--- config.mk ---
export PLATFORM = sky130hd
export DESIGN_NAME = fault_capture_reg
export DESIGN_NICKNAME = d
export VERILOG_FILES = /design/src/rtl/fcr_pkg.sv /design/src/rtl/fcr_edge_sync.sv /design/src/rtl/fcr_cycle_sampler.sv /design/src/rtl/fault_capture_reg.sv
export SDC_FILE = /design/constraint.sdc
export NUM_CORES = 1
export LEC_CHECK = 0
export BUFFER_PORTS_ARGS = -buffer_cell sky130_fd_sc_hd__buf_2
export CAP_MARGIN = 20
export CORE_MARGIN = 2
export CORE_UTILIZATION = 50
export CTS_BUF_LIST = sky130_fd_sc_hd__clkbuf_4 sky130_fd_sc_hd__clkbuf_8
export DETAILED_ROUTE_END_ITERATION = 8
export GPL_TIMING_DRIVEN = 0
export PLACE_DENSITY = 0.8
export SLEW_MARGIN = 5
export SYNTH_ARGS = -nofsm -noshare
export SYNTH_HDL_FRONTEND = slang
export SYNTH_SLANG_ARGS = --single-unit
export TNS_END_PERCENT = 1
--- constraint.sdc ---
create_clock -name clk -period 1.14 [get_ports clk]
set_input_delay 0.057 -clock clk [delete_from_list [all_inputs] [get_ports clk]]
set_output_delay 0.057 -clock clk [all_outputs]
set_load 0.005 [all_outputs]
--- src/rtl/fcr_pkg.sv ---
package fcr_pkg;
  localparam int unsigned WORD_W = 16;

  // bus-convention bit numbers (bit 0 is the most significant)
  localparam int unsigned BN_PROT_OWN   = 0;
  localparam int unsigned BN_PROT_OTHER = 1;
  localparam int unsigned BN_PARITY     = 2;
  localparam int unsigned BN_ADDR_MEM   = 5;
  localparam int unsigned BN_SYS0       = 7;
  localparam int unsigned BN_ADDR_IO    = 8;
  localparam int unsigned BN_SYS1_A     = 13;
  localparam int unsigned BN_SYS1_B     = 15;

  typedef logic [WORD_W-1:0] fault_word_t;

  function automatic fault_word_t bus_bit(input int unsigned n);
    fault_word_t w;
    w = '0;
    w[WORD_W-1-n] = 1'b1;
    return w;
  endfunction
endpackage

--- src/rtl/fcr_edge_sync.sv ---
module fcr_edge_sync #(
  parameter int unsigned CHANNELS = 2,
  parameter int unsigned STAGES   = 2
) (
  input  logic                clk,
  input  logic                rst_n,
  input  logic [CHANNELS-1:0] async_in,
  output logic [CHANNELS-1:0] rise_pulse
);
  localparam int unsigned DEPTH = STAGES + 1;

  for (genvar c = 0; c < CHANNELS; c++) begin : g_ch
    logic [DEPTH-1:0] chain_q;
    logic [DEPTH-1:0] chain_d;

    always_comb begin
      chain_d = {chain_q[DEPTH-2:0], async_in[c]};
    end

    always_ff @(posedge clk or negedge rst_n) begin
      if (!rst_n) chain_q <= '0;
      else        chain_q <= chain_d;
    end

    assign rise_pulse[c] = chain_q[STAGES-1] & ~chain_q[STAGES];

    AST_SINGLE_PULSE: assert property (@(posedge clk) disable iff (!rst_n)
      rise_pulse[c] |=> !rise_pulse[c]);
  end
endmodule

--- src/rtl/fcr_cycle_sampler.sv ---
module fcr_cycle_sampler
  import fcr_pkg::*;
(
  input  logic        clk,
  input  logic        rst_n,
  input  logic        busy_n,
  input  logic        cpu_cycle,
  input  logic        mem_cycle,
  input  logic        prot_err_n,
  input  logic        parity_err_n,
  input  logic        addr_err_n,
  output logic        cycle_end,
  output fault_word_t cycle_set
);
  logic busy_n_q;
  logic prot_q, par_q, addr_q, cpu_q, mem_q;
  logic capture_en;

  // hold qualifiers and errors while the cycle is in progress
  assign capture_en = ~busy_n;

  always_ff @(posedge clk or negedge rst_n) begin
    if (!rst_n) busy_n_q <= 1'b1;
    else        busy_n_q <= busy_n;
  end

  always_ff @(posedge clk or negedge rst_n) begin
    if (!rst_n) begin
      prot_q <= 1'b0;
      par_q  <= 1'b0;
      addr_q <= 1'b0;
      cpu_q  <= 1'b0;
      mem_q  <= 1'b0;
    end else if (capture_en) begin
      prot_q <= ~prot_err_n;
      par_q  <= ~parity_err_n;
      addr_q <= ~addr_err_n;
      cpu_q  <= cpu_cycle;
      mem_q  <= mem_cycle;
    end
  end

  assign cycle_end = busy_n & ~busy_n_q;

  always_comb begin
    cycle_set = '0;
    if (cycle_end) begin
      if (prot_q) cycle_set = cycle_set | bus_bit(cpu_q ? BN_PROT_OWN : BN_PROT_OTHER);
      if (par_q)  cycle_set = cycle_set | bus_bit(BN_PARITY);
      if (addr_q) cycle_set = cycle_set | bus_bit(mem_q ? BN_ADDR_MEM : BN_ADDR_IO);
    end
  end

  AST_PROT_ONE_OWNER: assert property (@(posedge clk) disable iff (!rst_n)
    $onehot0({cycle_set[WORD_W-1-BN_PROT_OWN], cycle_set[WORD_W-1-BN_PROT_OTHER]}));
  AST_ADDR_ONE_SPACE: assert property (@(posedge clk) disable iff (!rst_n)
    $onehot0({cycle_set[WORD_W-1-BN_ADDR_MEM], cycle_set[WORD_W-1-BN_ADDR_IO]}));
  AST_SET_ONLY_AT_END: assert property (@(posedge clk) disable iff (!rst_n)
    !cycle_end |-> cycle_set == '0);
endmodule

--- src/rtl/fault_capture_reg.sv ---
module fault_capture_reg
  import fcr_pkg::*;
#(
  parameter int unsigned SYNC_STAGES = 2
) (
  input  logic              clk,
  input  logic              rst_n,
  input  logic              busy_n,
  input  logic              cpu_cycle,
  input  logic              mem_cycle,
  input  logic              prot_err_n,
  input  logic              parity_err_n,
  input  logic              addr_err_n,
  input  logic              sysflt0,
  input  logic              sysflt1,
  input  logic              clear,
  output logic [WORD_W-1:0] fault_word,
  output logic              fault_any
);
  localparam int unsigned NUM_SYS = 2;

  logic [NUM_SYS-1:0] sys_pulse;
  logic               cycle_end;
  fault_word_t        cycle_set;
  fault_word_t        sys_set;
  fault_word_t        set_mask;
  fault_word_t        word_q, word_d;
  logic               word_en;

  fcr_edge_sync #(.CHANNELS(NUM_SYS), .STAGES(SYNC_STAGES)) u_sync (
    .clk        (clk),
    .rst_n      (rst_n),
    .async_in   ({sysflt1, sysflt0}),
    .rise_pulse (sys_pulse)
  );

  fcr_cycle_sampler u_cyc (
    .clk          (clk),
    .rst_n        (rst_n),
    .busy_n       (busy_n),
    .cpu_cycle    (cpu_cycle),
    .mem_cycle    (mem_cycle),
    .prot_err_n   (prot_err_n),
    .parity_err_n (parity_err_n),
    .addr_err_n   (addr_err_n),
    .cycle_end    (cycle_end),
    .cycle_set    (cycle_set)
  );

  always_comb begin
    sys_set = '0;
    if (sys_pulse[0]) sys_set = sys_set | bus_bit(BN_SYS0);
    if (sys_pulse[1]) sys_set = sys_set | bus_bit(BN_SYS1_A) | bus_bit(BN_SYS1_B);
  end

  always_comb begin
    set_mask = cycle_set | sys_set;
    word_en  = clear | (|set_mask);
    word_d   = (clear ? '0 : word_q) | set_mask;
  end

  always_ff @(posedge clk or negedge rst_n) begin
    if (!rst_n)       word_q <= '0;
    else if (word_en) word_q <= word_d;
  end

  assign fault_word = word_q;
  assign fault_any  = |word_q;

  AST_STICKY_BITS: assert property (@(posedge clk) disable iff (!rst_n)
    !clear |=> (fault_word & $past(fault_word)) == $past(fault_word));
  AST_CLEAR_EMPTIES: assert property (@(posedge clk) disable iff (!rst_n)
    clear && !cycle_end && sys_pulse == '0 |=> fault_word == '0);
  AST_NEW_WINS: assert property (@(posedge clk) disable iff (!rst_n)
    clear |=> fault_word == $past(set_mask));
  AST_SYS1_PAIRED: assert property (@(posedge clk) disable iff (!rst_n)
    fault_word[WORD_W-1-BN_SYS1_A] == fault_word[WORD_W-1-BN_SYS1_B]);
  AST_QUIET_STABLE: assert property (@(posedge clk) disable iff (!rst_n)
    !clear && !cycle_end && sys_pulse == '0 |=> $stable(fault_word));
endmodule

==> run_results.csv, run 1 <==
group,metric,value,unit
routing,final_ant_viol_nets,0,
timing,layout_setup_ws,-0.154,ns
worst_setup_path,nature_of_the_critical_path_endpoint,"output pin",
placement,pre_cts_slack,0.185,ns
timing,setup_violations,1,
pwr,pwr-share-seq,50.4,%
pwr,power_density,1440,mW/mm^2
outcome,failing_checks,"setup timing",
clock_tree,cts.reportedPaths.clkPinSlew,0.12,ns
worst_setup_path,path_max_fanout,2,
logic_synthesis,netlist_area,791,sq um
global_route,first_pass_grt_wire_length,2280,um
die,rows,14,
worst_setup_path,worst_path_max_delay_cell,"sky130_fd_sc_hd__dfrtp_1",
pwr,p_clk_share,36.2,%
routing,via_density,4.63,
worst_setup_path,worst_ep_arrival_time,1.24,ns
die,die_height,43.8,um
clock_tree,worst_skew_pair.late_latency,0.30,ns
pwr,total_switching_power,346,uW
placement,portBuffers,19,
logic_synthesis,synth_enable_flop_cells,0,
die,fp.dieArea,0.00192,sq mm
run,max_cap_violations,0,
cells_and_area,finish.utilization,74.0,%
logic_synthesis,synth_seq_area_share,63.4,%
worst_setup_path,worst_ep_required,1.08,ns
cells_and_area,antenna_cells_inserted,0,
die,core-area,0.00149,sq mm
cells_and_area,area_delta_synth_final,39.4,%
timing,layout_worst_path_cycle_share,113,%
global_route,grt_antenna_before_repair,0,
global_route,track_usage,16.8,%
routing,remaining_drc_errors,0,
worst_setup_path,delay_contributed_by_the_slowest_stage_of_the_critical_path,0.41,ns
die,pin_count,28,
logic_synthesis,dominant_cells_by_area_after_synthesis,"sky130_fd_sc_hd__dfrtp_1, sky130_fd_sc_hd__buf_4, sky130_fd_sc_hd__inv_1",
logic_synthesis,yosysWarningCount,0,
logic_synthesis,post-synth-top-area-cell,"sky130_fd_sc_hd__dfrtp_1",
cells_and_area,design.final.nets,116,
pwr,combPwrFrac,13.4,%
clock_tree,cts.path.max_buffers,2,
global_route,grt_start_max_net_pins,21,
timing,fin_setup_tns,-0.154,ns
global_route,remaining_global_route_overflow,0,
clock_tree,cts.htree.levels,1,
placement,dp_hpwl,922,um
cells_and_area,drive_above_1_share,39.4,%
logic_synthesis,synth_top_flop_cell,"sky130_fd_sc_hd__dfrtp_1",
pwr,power.switching_fraction,21.7,%
timing,layout_min_cycle_time,1.29,ns
logic_synthesis,ys_async_sr_fraction,100,%
placement,gpl.final_weighted_congestion,0.676,
routing,route.final.wire_length,1300,um
clock_tree,cts-buffers-inserted,3,
pwr,fin_total_pwr,1.59,mW
worst_hold_path,min_path_type,"in2reg",
worst_setup_path,crit_path_class,"reg2out",
timing,finalHoldWorstSlack,0.0246,ns
clock_tree,number_of_sinks_on_the_clock_net,20,
routing,vias,556,
pwr,internal-power,1.25,mW
timing,slew_violations,0,
pwr,leakagePower,0.587,nW
timing,rsz_0062_raised_after_global_routing,"yes",
pwr,ir_worst_vdd,1800,uV
routing,detailedRoute.firstPassIterationCount,2,
global_route,via_count_of_the_first_global_routing_pass,549,
logic_synthesis,syn_area_cell,12.6,sq um
logic_synthesis,synth_cell_type_count,16,
clock_tree,clock-root-buffer,"sky130_fd_sc_hd__clkbuf_4",
timing,max_freq,773,MHz
worst_setup_path,timing.critical_path.from_type,"flip-flop",
logic_synthesis,synth.most_common_cell,"sky130_fd_sc_hd__dfrtp_1",
worst_setup_path,critical_path.cell_chain,"nor4_2 -> nand2_1 -> buf_2",
outcome,run_status,"finished, violations left",
timing,timing.final.hold_violations,0,
logic_synthesis,post-synth-top-area-fraction,60.1,%
die,start_util,53.1,%
routing,drt_iter0_drc,3,
logic_synthesis,flip_flop_and_latch_count_after_synthesis,20,
clock_tree,cts_tree,"yes",
die,dieWidth,43.8,um
routing,routed_len_inst,10.9,um
logic_synthesis,synthesis.instances,63,
logic_synthesis,commonest_cells_in_the_netlist,"sky130_fd_sc_hd__dfrtp_1, sky130_fd_sc_hd__inv_1, sky130_fd_sc_hd__buf_4",
timing,finClkSkew,0.00960,ns
-- kinds of logic after synthesis --
group / synth area share (%)
DFF: 63.5
AOI/OAI and AO/OA: 7.28
other: 0.474
and+or+nand+nor: 6.01
buffers and inverters: 15.2
muxes: 7.60
-- path summary, 6_finish.rpt --
path / from / to / slack (ns) / depth (start not counted)
worst max-delay path: fault_word[2] / fault_any / -0.15 / 3
worst min-delay path: clear / fault_word[14] / 0.02 / 2
worst max register to register: u_cyc.busy_n_q / fault_word[7] / 0.26 / 2
worst min register to register: u_sync.g_ch[1].chain_q[0] / u_sync.g_ch[1].chain_q[1] / 0.37 / 0
max in group asynchronous: rst_n / u_cyc.busy_n_q / 0.61 / 2
min in group asynchronous: rst_n / fault_word[2] / 0.20 / 2
-- state kept, by name, summed over array words and instances (netlist names) --
name                 count
fault_word               8
u_sync.g_ch.chain_q      6
u_cyc.addr_q             1
u_cyc.busy_n_q           1
u_cyc.cpu_q              1
u_cyc.mem_q              1
u_cyc.par_q              1
u_cyc.prot_q             1
-- cell usage in the layout, fill, tap and decap left out --
cell type and count:
sky130_fd_sc_hd__buf_2 19, sky130_fd_sc_hd__buf_4 10, sky130_fd_sc_hd__buf_6 1, sky130_fd_sc_hd__bufinv_16 1, sky130_fd_sc_hd__clkbuf_4 3, sky130_fd_sc_hd__conb_1 8
sky130_fd_sc_hd__dfrtp_1 19, sky130_fd_sc_hd__dfstp_2 1, sky130_fd_sc_hd__dlygate4sd3_1 9, sky130_fd_sc_hd__inv_1 13, sky130_fd_sc_hd__mux2_4 2, sky130_fd_sc_hd__mux2i_1 3
sky130_fd_sc_hd__nand2_1 2, sky130_fd_sc_hd__nand2b_1 1, sky130_fd_sc_hd__nand2b_4 1, sky130_fd_sc_hd__nand3b_1 1, sky130_fd_sc_hd__nor4_2 2, sky130_fd_sc_hd__o21ai_0 2
sky130_fd_sc_hd__o22ai_1 5, sky130_fd_sc_hd__o32ai_2 1
-- through the flow --
step	cell area, sq um	std cells
floorplan	817	70
global placement	932	105
detailed placement	932	105
CTS	1090	119
global route	1100	120
finish	1100	120
-- timing repair --
action | in CTS | in global routing
pin swaps | 1 | 2
buffers inserted | 1 | 1
setup endpoints to repair | 1 | 1
hold endpoints to repair | 28 | 0
gates resized for setup | 1 | 1
hold buffers | 9 | 0
-- final cells by class --
cell class / count / area [sq um]
fill: 120 / 387
multi-input combinational: 28 / 208
sequential: 20 / 502
clock inverter: 1 / 30.0
buffer: 9 / 71.3
clock buffer: 3 / 22.5
timing repair buffer: 30 / 200
inverter: 13 / 48.8
tap: 16 / 20.0
-- power by group through the flow --
stage | Sequential [mW] | Combinational, mW | Clock (mW)
floorplan | 0.809 | 0.101 | 0
global placement | 0.810 | 0.171 | 0
detailed placement | 0.815 | 0.176 | 0
CTS | 0.802 | 0.206 | 0.587
global route | 0.812 | 0.239 | 0.620
finish | 0.803 | 0.213 | 0.576
-- critical path: cells and delay by family, from the launching register on --
kind	cells	cell delay, ns
and+or+nand+nor	2	0.38
DFF	1	0.41
buffers and inverters	1	0.13
-- layer usage --
layer	GRT usage, %	share of wire, %	up-vias
met5	0	0	-
met4	7.27	1.2	0
met3	5.00	7.2	2
met2	29.1	52	21
met1	19.0	40	268
li1	-	-	265
No activity file was read; power rests on OpenSTA's default activity.
==> inputs of run 2 (changes only) <==
--- a/config.mk
+++ b/config.mk
@@ -7,7 +7,7 @@
 export LEC_CHECK = 0
 export BUFFER_PORTS_ARGS = -buffer_cell sky130_fd_sc_hd__buf_2
 export CAP_MARGIN = 20
-export CORE_MARGIN = 2
+export CORE_MARGIN = 8
 export CORE_UTILIZATION = 50
 export CTS_BUF_LIST = sky130_fd_sc_hd__clkbuf_4 sky130_fd_sc_hd__clkbuf_8
 export DETAILED_ROUTE_END_ITERATION = 8
==> run 2 against run 1 <==
Effect of this change:
- the flow still finishes with violations (setup timing)
- clock skew rose by 0.00077 ns
- utilization stayed put
- die area up 62%
- critical path depth unchanged
- total power grew 1.0%
- clock power up 2%
- first-iteration DRC count decreased by 67%
- hold slack lost 0.0028 ns
- sequential power hardly changed
- register-to-register slack gained 0.02 ns
- flip-flop and latch count is the same
- fmax grew 1.3%
- critical endpoint unchanged
==> run_results.csv, run 2 (synthesized netlist as in run 1, its figures left out) <==
group,metric,value,unit
outcome,run_status,"finished, violations left",
outcome,failing_checks,"setup timing",
worst_setup_path,timing.critical_path.from_type,"flip-flop",
die,die_height,55.8,um
global_route,first_pass_grt_wire_length,2600,um
timing,finalHoldWorstSlack,0.0218,ns
cells_and_area,final_cell_mix,"sky130_fd_sc_hd__dfrtp_1, sky130_fd_sc_hd__buf_2, sky130_fd_sc_hd__inv_1, sky130_fd_sc_hd__buf_4, sky130_fd_sc_hd__dlygate4sd3_1",
timing,layout_setup_ws,-0.137,ns
global_route,grt_antenna_before_repair,0,
timing,layout_worst_path_cycle_share,112,%
worst_setup_path,path_max_fanout,3,
routing,wl_met3,135,um
cells_and_area,design.final.nets,116,
pwr,fin_total_pwr,1.61,mW
clock_tree,cts.reportedPaths.clkPinSlew,0.12,ns
worst_setup_path,delay_contributed_by_the_slowest_stage_of_the_critical_path,0.42,ns
worst_setup_path,critical_path.cell_chain,"nor4_2 -> nand2_1 -> buf_2",
die,start_util,53.1,%
clock_tree,number_of_sinks_on_the_clock_net,20,
worst_setup_path,cp_bufs_invs,1,
cells_and_area,finish.utilization,74.0,%
die,rows,14,
timing,rsz_0062_raised_after_global_routing,"yes",
die,core-area,0.00149,sq mm
worst_setup_path,regToRegSetupSlack,0.28,ns
clock_tree,cts-buffers-inserted,3,
cells_and_area,n_fill_cell,116,
placement,dp_hpwl,1120,um
worst_setup_path,worst_ep_arrival_time,1.22,ns
routing,routed_len_inst,13.1,um
die,dieWidth,55.8,um
clock_tree,cts.path.max_buffers,2,
worst_setup_path,nature_of_the_critical_path_endpoint,"output pin",
timing,slew_violations,0,
clock_tree,worst_skew_pair.late_latency,0.31,ns
routing,wl_met1,629,um
worst_setup_path,worst_ep_required,1.08,ns
die,fp.dieArea,0.00311,sq mm
cells_and_area,multi_input_area,208,sq um
cells_and_area,area_delta_synth_final,39.4,%
routing,final_ant_viol_nets,0,
timing,max_freq,783,MHz
run,max_cap_violations,0,
cells_and_area,drive_above_1_share,39.4,%
cells_and_area,antenna_cells_inserted,0,
routing,drt_iter0_drc,1,
routing,remaining_drc_errors,0,
routing,via_density,4.47,
placement,gpl.final_weighted_congestion,0.671,
cells_and_area,final_design_area_no_fill,0.00110,sq mm
worst_setup_path,worst_path_max_delay_cell,"sky130_fd_sc_hd__dfrtp_1",
global_route,grt_start_max_net_pins,21,
pwr,leakagePower,0.587,nW
clock_tree,cts_tree,"yes",
worst_hold_path,min_path_type,"in2reg",
pwr,power_density,1460,mW/mm^2
pwr,ir_worst_vdd,1110,uV
placement,portBuffers,19,
die,pin_count,28,
timing,setup_violations,1,
cells_and_area,seqCellArea,502,sq um
worst_setup_path,crit_path_class,"reg2out",
routing,vias,536,
clock_tree,clock-root-buffer,"sky130_fd_sc_hd__clkbuf_4",
routing,routed-wl-met2,762,um
timing,layout_min_cycle_time,1.28,ns
placement,cell_count_post_placement,105,
global_route,remaining_global_route_overflow,0,
clock_tree,cts.htree.levels,1,
routing,detailedRoute.firstPassIterationCount,4,
timing,finClkSkew,0.0104,ns
routing,route.final.wire_length,1570,um
worst_setup_path,cell_family_with_most_cp_delay,"flip-flops",
timing,timing.final.hold_violations,0,
placement,post_dp_cell_area,932,sq um
global_route,track_usage,10.5,%
routing,dr.max_layer_used,"met4",
cells_and_area,largest_register_ffs,8,
global_route,via_count_of_the_first_global_routing_pass,585,
cells_and_area,instances_no_fill,120,
[run 2: what timing repair did]
item / in CTS / in global routing
gates resized for setup: 1 / 1
hold buffers: 9 / 0
hold endpoints to repair: 27 / 0
endpoints found under the setup margin: 1 / 1
gates cloned: 0 / 0
buffers inserted: 2 / 0
pin swaps: 0 / 1
[run 2: cell type report]
cell class                      count  area share [%]
Clock inverter                      1            2.72
Multi-Input combinational cell     28            18.8
Buffer                              9            6.47
Inverter                           13            4.43
Tap cell                           16            1.82
Clock buffer                        3            2.04
Sequential cell                    20            45.5
Timing Repair Buffer               30            18.2
[run 2: worst paths after layout]
path / startpoint / endpoint / cells after the start
worst min register to register: u_sync.g_ch[1].chain_q[0] / u_sync.g_ch[1].chain_q[1] / 0
worst max-delay path: fault_word[14] / fault_any / 3
min in group asynchronous: rst_n / fault_word[7] / 2
worst max register to register: u_cyc.busy_n_q / fault_word[10] / 2
worst min-delay path: clear / fault_word[13] / 2
max in group asynchronous: rst_n / u_cyc.busy_n_q / 2
[run 2: per-layer routing]
| layer | up-vias | track usage, % |
|---|---|---|
| met2 | 22 | 17.1 |
| li1 | 267 | - |
| met3 | 5 | 5.02 |
| met4 | 0 | 6.34 |
| met1 | 242 | 10.6 |
| met5 | - | 0 |
[run 2: stage by stage]
| step | setup slack (ns) | TNS [ns] |
|---|---|---|
| 2_1_floorplan | 0.334 | 0 |
| 3_3_place_gp | 0.192 | 0 |
| 3_5_place_dp | 0.185 | 0 |
| 4_1_cts | -0.124 | -0.124 |
| 5_1_grt | -0.229 | -0.229 |
| 6_report | -0.137 | -0.137 |
[run 2: power by group]
part | leakage (nW) | internal [mW] | switching (mW)
logic | 0.317 | 0.125 | 0.0909
clock network | 0.0279 | 0.356 | 0.232
registers | 0.242 | 0.765 | 0.0380
==> inputs of run 3 (changes only) <==
--- a/config.mk
+++ b/config.mk
@@ -5,6 +5,7 @@
 export SDC_FILE = /design/constraint.sdc
 export NUM_CORES = 1
 export LEC_CHECK = 0
+export ABC_AREA = 1
 export BUFFER_PORTS_ARGS = -buffer_cell sky130_fd_sc_hd__buf_2
 export CAP_MARGIN = 20
 export CORE_MARGIN = 8
@@ -17,4 +18,3 @@
 export SYNTH_ARGS = -nofsm -noshare
 export SYNTH_HDL_FRONTEND = slang
 export SYNTH_SLANG_ARGS = --single-unit
-export TNS_END_PERCENT = 1
==> run 3 against run 2 <==
Effect of this change:
- the run ends with hold timing left
- total power is 16% lower
- sequential power fell by 2%
- critical endpoint unchanged
- critical path depth rose by 2
- via count grew 12%
- first-iteration DRC count grew to 8.0 times the previous value
- worst setup slack improved by 0.15 ns
- critical path type unchanged
- utilization fell by 3.4 points
- die area rose by 2.4%
- hold slack worse by 0.024 ns
- cell count increased by 12%
- clock skew barely moved
==> run_results.csv, run 3 <==
group,metric,value,unit
logic_synthesis,commonest_cells_in_the_netlist,"sky130_fd_sc_hd__dfrtp_1, sky130_fd_sc_hd__inv_1, sky130_fd_sc_hd__nand2_1",
logic_synthesis,synth_top_flop_cell,"sky130_fd_sc_hd__dfrtp_1",
cells_and_area,area_delta_synth_final,31.7,%
worst_setup_path,worst_ep_required,1.08,ns
pwr,leakagePower,0.601,nW
routing,wl_met1,592,um
timing,timing.final.hold_violations,1,
die,start_util,53.6,%
logic_synthesis,dominant_cells_by_area_after_synthesis,"sky130_fd_sc_hd__dfrtp_1, sky130_fd_sc_hd__buf_4, sky130_fd_sc_hd__inv_1",
routing,routed-wl-met2,789,um
timing,layout_worst_path_cycle_share,99.0,%
die,pin_count,28,
outcome,run_status,"finished, violations left",
logic_synthesis,synth_cell_type_count,15,
global_route,first_pass_grt_wire_length,2480,um
clock_tree,cts.htree.levels,1,
run,max_cap_violations,0,
worst_setup_path,nature_of_the_critical_path_endpoint,"output pin",
global_route,track_usage,9.61,%
cells_and_area,antenna_cells_inserted,0,
worst_setup_path,crit-reg2reg-launch,"u_cyc.busy_n_q",
cells_and_area,largest_register_ffs,8,
clock_tree,cts-buffers-inserted,3,
worst_setup_path,reg2reg_capture_point,"fault_word[14]",
die,rows,14,
logic_synthesis,share_of_synthesized_cell_area_in_full_adder_half_adder_and_majority_cells,0,%
logic_synthesis,synth_enable_flop_cells,0,
worst_setup_path,worst_path_max_delay_cell,"sky130_fd_sc_hd__dfrtp_1",
logic_synthesis,largest_family_of_logic_cells_by_synthesized_area,"buffers and inverters",
cells_and_area,final_cell_mix,"sky130_fd_sc_hd__dfrtp_1, sky130_fd_sc_hd__buf_2, sky130_fd_sc_hd__nand2_1, sky130_fd_sc_hd__inv_1, sky130_fd_sc_hd__buf_4",
die,fp.dieArea,0.00318,sq mm
pwr,fin_total_pwr,1.35,mW
worst_setup_path,critPathMostFrequentCell,"sky130_fd_sc_hd__nand2_1",
logic_synthesis,post-synth-top-area-cell,"sky130_fd_sc_hd__dfrtp_1",
pwr,power_density,1260,mW/mm^2
logic_synthesis,post-synth-top-area-fraction,58.2,%
cells_and_area,finish.utilization,70.6,%
logic_synthesis,synthesis.instances,79,
worst_hold_path,min_path_type,"in2reg",
logic_synthesis,netlist_area,817,sq um
worst_setup_path,timing.critical_path.from,"fault_word[10]",
pwr,ir_worst_vdd,1340,uV
global_route,grt_start_max_net_pins,21,
logic_synthesis,yosysWarningCount,0,
worst_setup_path,worst_ep_arrival_time,1.07,ns
timing,rsz_0062_raised_after_global_routing,"yes",
die,die_height,56.4,um
timing,finalHoldWorstSlack,-0.00218,ns
logic_synthesis,synth_compound_gate_area_share,10.7,%
clock_tree,cts_tree,"yes",
routing,wl_met3,150,um
cells_and_area,drive_above_1_share,36.4,%
logic_synthesis,syn_area_cell,10.3,sq um
timing,finClkSkew,0.0108,ns
routing,route.final.wire_length,1570,um
routing,via_density,4.47,
clock_tree,cts.reportedPaths.clkPinSlew,0.11,ns
routing,vias,599,
logic_synthesis,ys_async_sr_fraction,100,%
worst_setup_path,delay_contributed_by_the_slowest_stage_of_the_critical_path,0.41,ns
timing,layout_min_cycle_time,1.13,ns
placement,portBuffers,19,
worst_setup_path,crit_end,"fault_any",
routing,routed_len_inst,11.7,um
cells_and_area,final_design_area_no_fill,0.00108,sq mm
clock_tree,clock-root-buffer,"sky130_fd_sc_hd__clkbuf_4",
logic_synthesis,yosys.area_share.simple,11.8,%
logic_synthesis,synth.area.mux_share,0,%
timing,slew_violations,0,
logic_synthesis,yosys.area_share.xor_xnor,0,%
logic_synthesis,flip_flop_and_latch_count_after_synthesis,20,
worst_setup_path,path_max_fanout,3,
worst_setup_path,worst_reg2reg_path_depth,3,
timing,setup_violations,0,
clock_tree,worst_skew_pair.late_latency,0.29,ns
die,core-area,0.00152,sq mm
placement,gpl.final_weighted_congestion,0.740,
timing,max_freq,886,MHz
routing,drt_iter0_drc,8,
die,dieWidth,56.4,um
placement,dp_hpwl,1100,um
routing,remaining_drc_errors,0,
cells_and_area,design.final.nets,130,
routing,final_ant_viol_nets,0,
outcome,failing_checks,"hold timing",
global_route,grt_antenna_before_repair,0,
worst_setup_path,timing.critical_path.from_type,"flip-flop",
worst_setup_path,critical_path.cell_chain,"inv_1 -> nand2_1 -> nor2_1 -> nand2_1 -> buf_2",
clock_tree,cts.path.max_buffers,2,
routing,dr.max_layer_used,"met4",
routing,detailedRoute.firstPassIterationCount,4,
timing,fin_setup_tns,0,ns
logic_synthesis,synth_seq_area_share,61.4,%
global_route,via_count_of_the_first_global_routing_pass,597,
worst_setup_path,regToRegSetupSlack,0.30,ns
clock_tree,number_of_sinks_on_the_clock_net,20,
worst_setup_path,crit_path_class,"reg2out",
logic_synthesis,synth.most_common_cell,"sky130_fd_sc_hd__dfrtp_1",
placement,post_dp_cell_area,958,sq um
global_route,remaining_global_route_overflow,0,
## run 3: power breakdown
group | leakage [nW] | switching [mW] | total [mW] | internal, mW
registers | 0.244 | 0.0279 | 0.788 | 0.760
logic | 0.339 | 0.104 | 0.207 | 0.103
clock network | 0.0184 | 0.197 | 0.357 | 0.160
## run 3: kinds of logic (layout without fill, tap and decap cells)
| group | Yosys count | in the layout |
|---|---|---|
| buffers and inverters | 24 | 56 |
| and+or+nand+nor | 21 | 21 |
| DFF | 20 | 20 |
| AOI/OAI and AO/OA | 13 | 13 |
| other | 1 | 8 |
## run 3: worst max-delay path: cells and delay by family (launching register included)
| kind | cells | cell delay [ns] |
|---|---|---|
| buffers and inverters | 2 | 0.18 |
| flip-flops | 1 | 0.41 |
| AND/OR/NAND/NOR | 3 | 0.19 |
## run 3: stage by stage
step / setup slack [ns] / instances
floorplan: 0.323 / 86
global placement: 0.302 / 121
detailed placement: 0.297 / 121
CTS: 0.00539 / 132
global route: -0.0681 / 134
finish: 0.0116 / 134
## run 3: final cells by class
type	instances	area, sq um
plain buffers	9	71.3
fillers	117	448
repair buffers	28	183
clock buffers	4	30.0
multi-input cells	42	214
inverters	15	56.3
flip-flops and latches	20	502
well taps	16	20.0
## run 3: worst min path at each step
stage	startpoint	end	slack (ns)	depth (start not counted)
floorplan	rst_n	fault_word[0]	-0.24	0
global placement	rst_n	u_sync.g_ch[1].chain_q[0]	0.009	1
detailed placement	rst_n	u_sync.g_ch[0].chain_q[0]	0.01	1
CTS	mem_cycle	u_cyc.mem_q	0.004	3
global route	mem_cycle	u_cyc.mem_q	0.003	3
finish	mem_cycle	u_cyc.mem_q	-0.002	3
## run 3: repair_timing
item                                    4_1_cts  5_1_grt
endpoints found under the setup margin        1        1
endpoints found under the hold margin        25        1
buffers inserted                              0        1
resized for setup                             1        1
hold buffers                                  7        1
## run 3: metal layers
metal	vias up	global-route usage, %
met5	-	0
met4	0	4.12
met3	6	3.82
met2	26	18.7
met1	264	8.19
li1	303	-
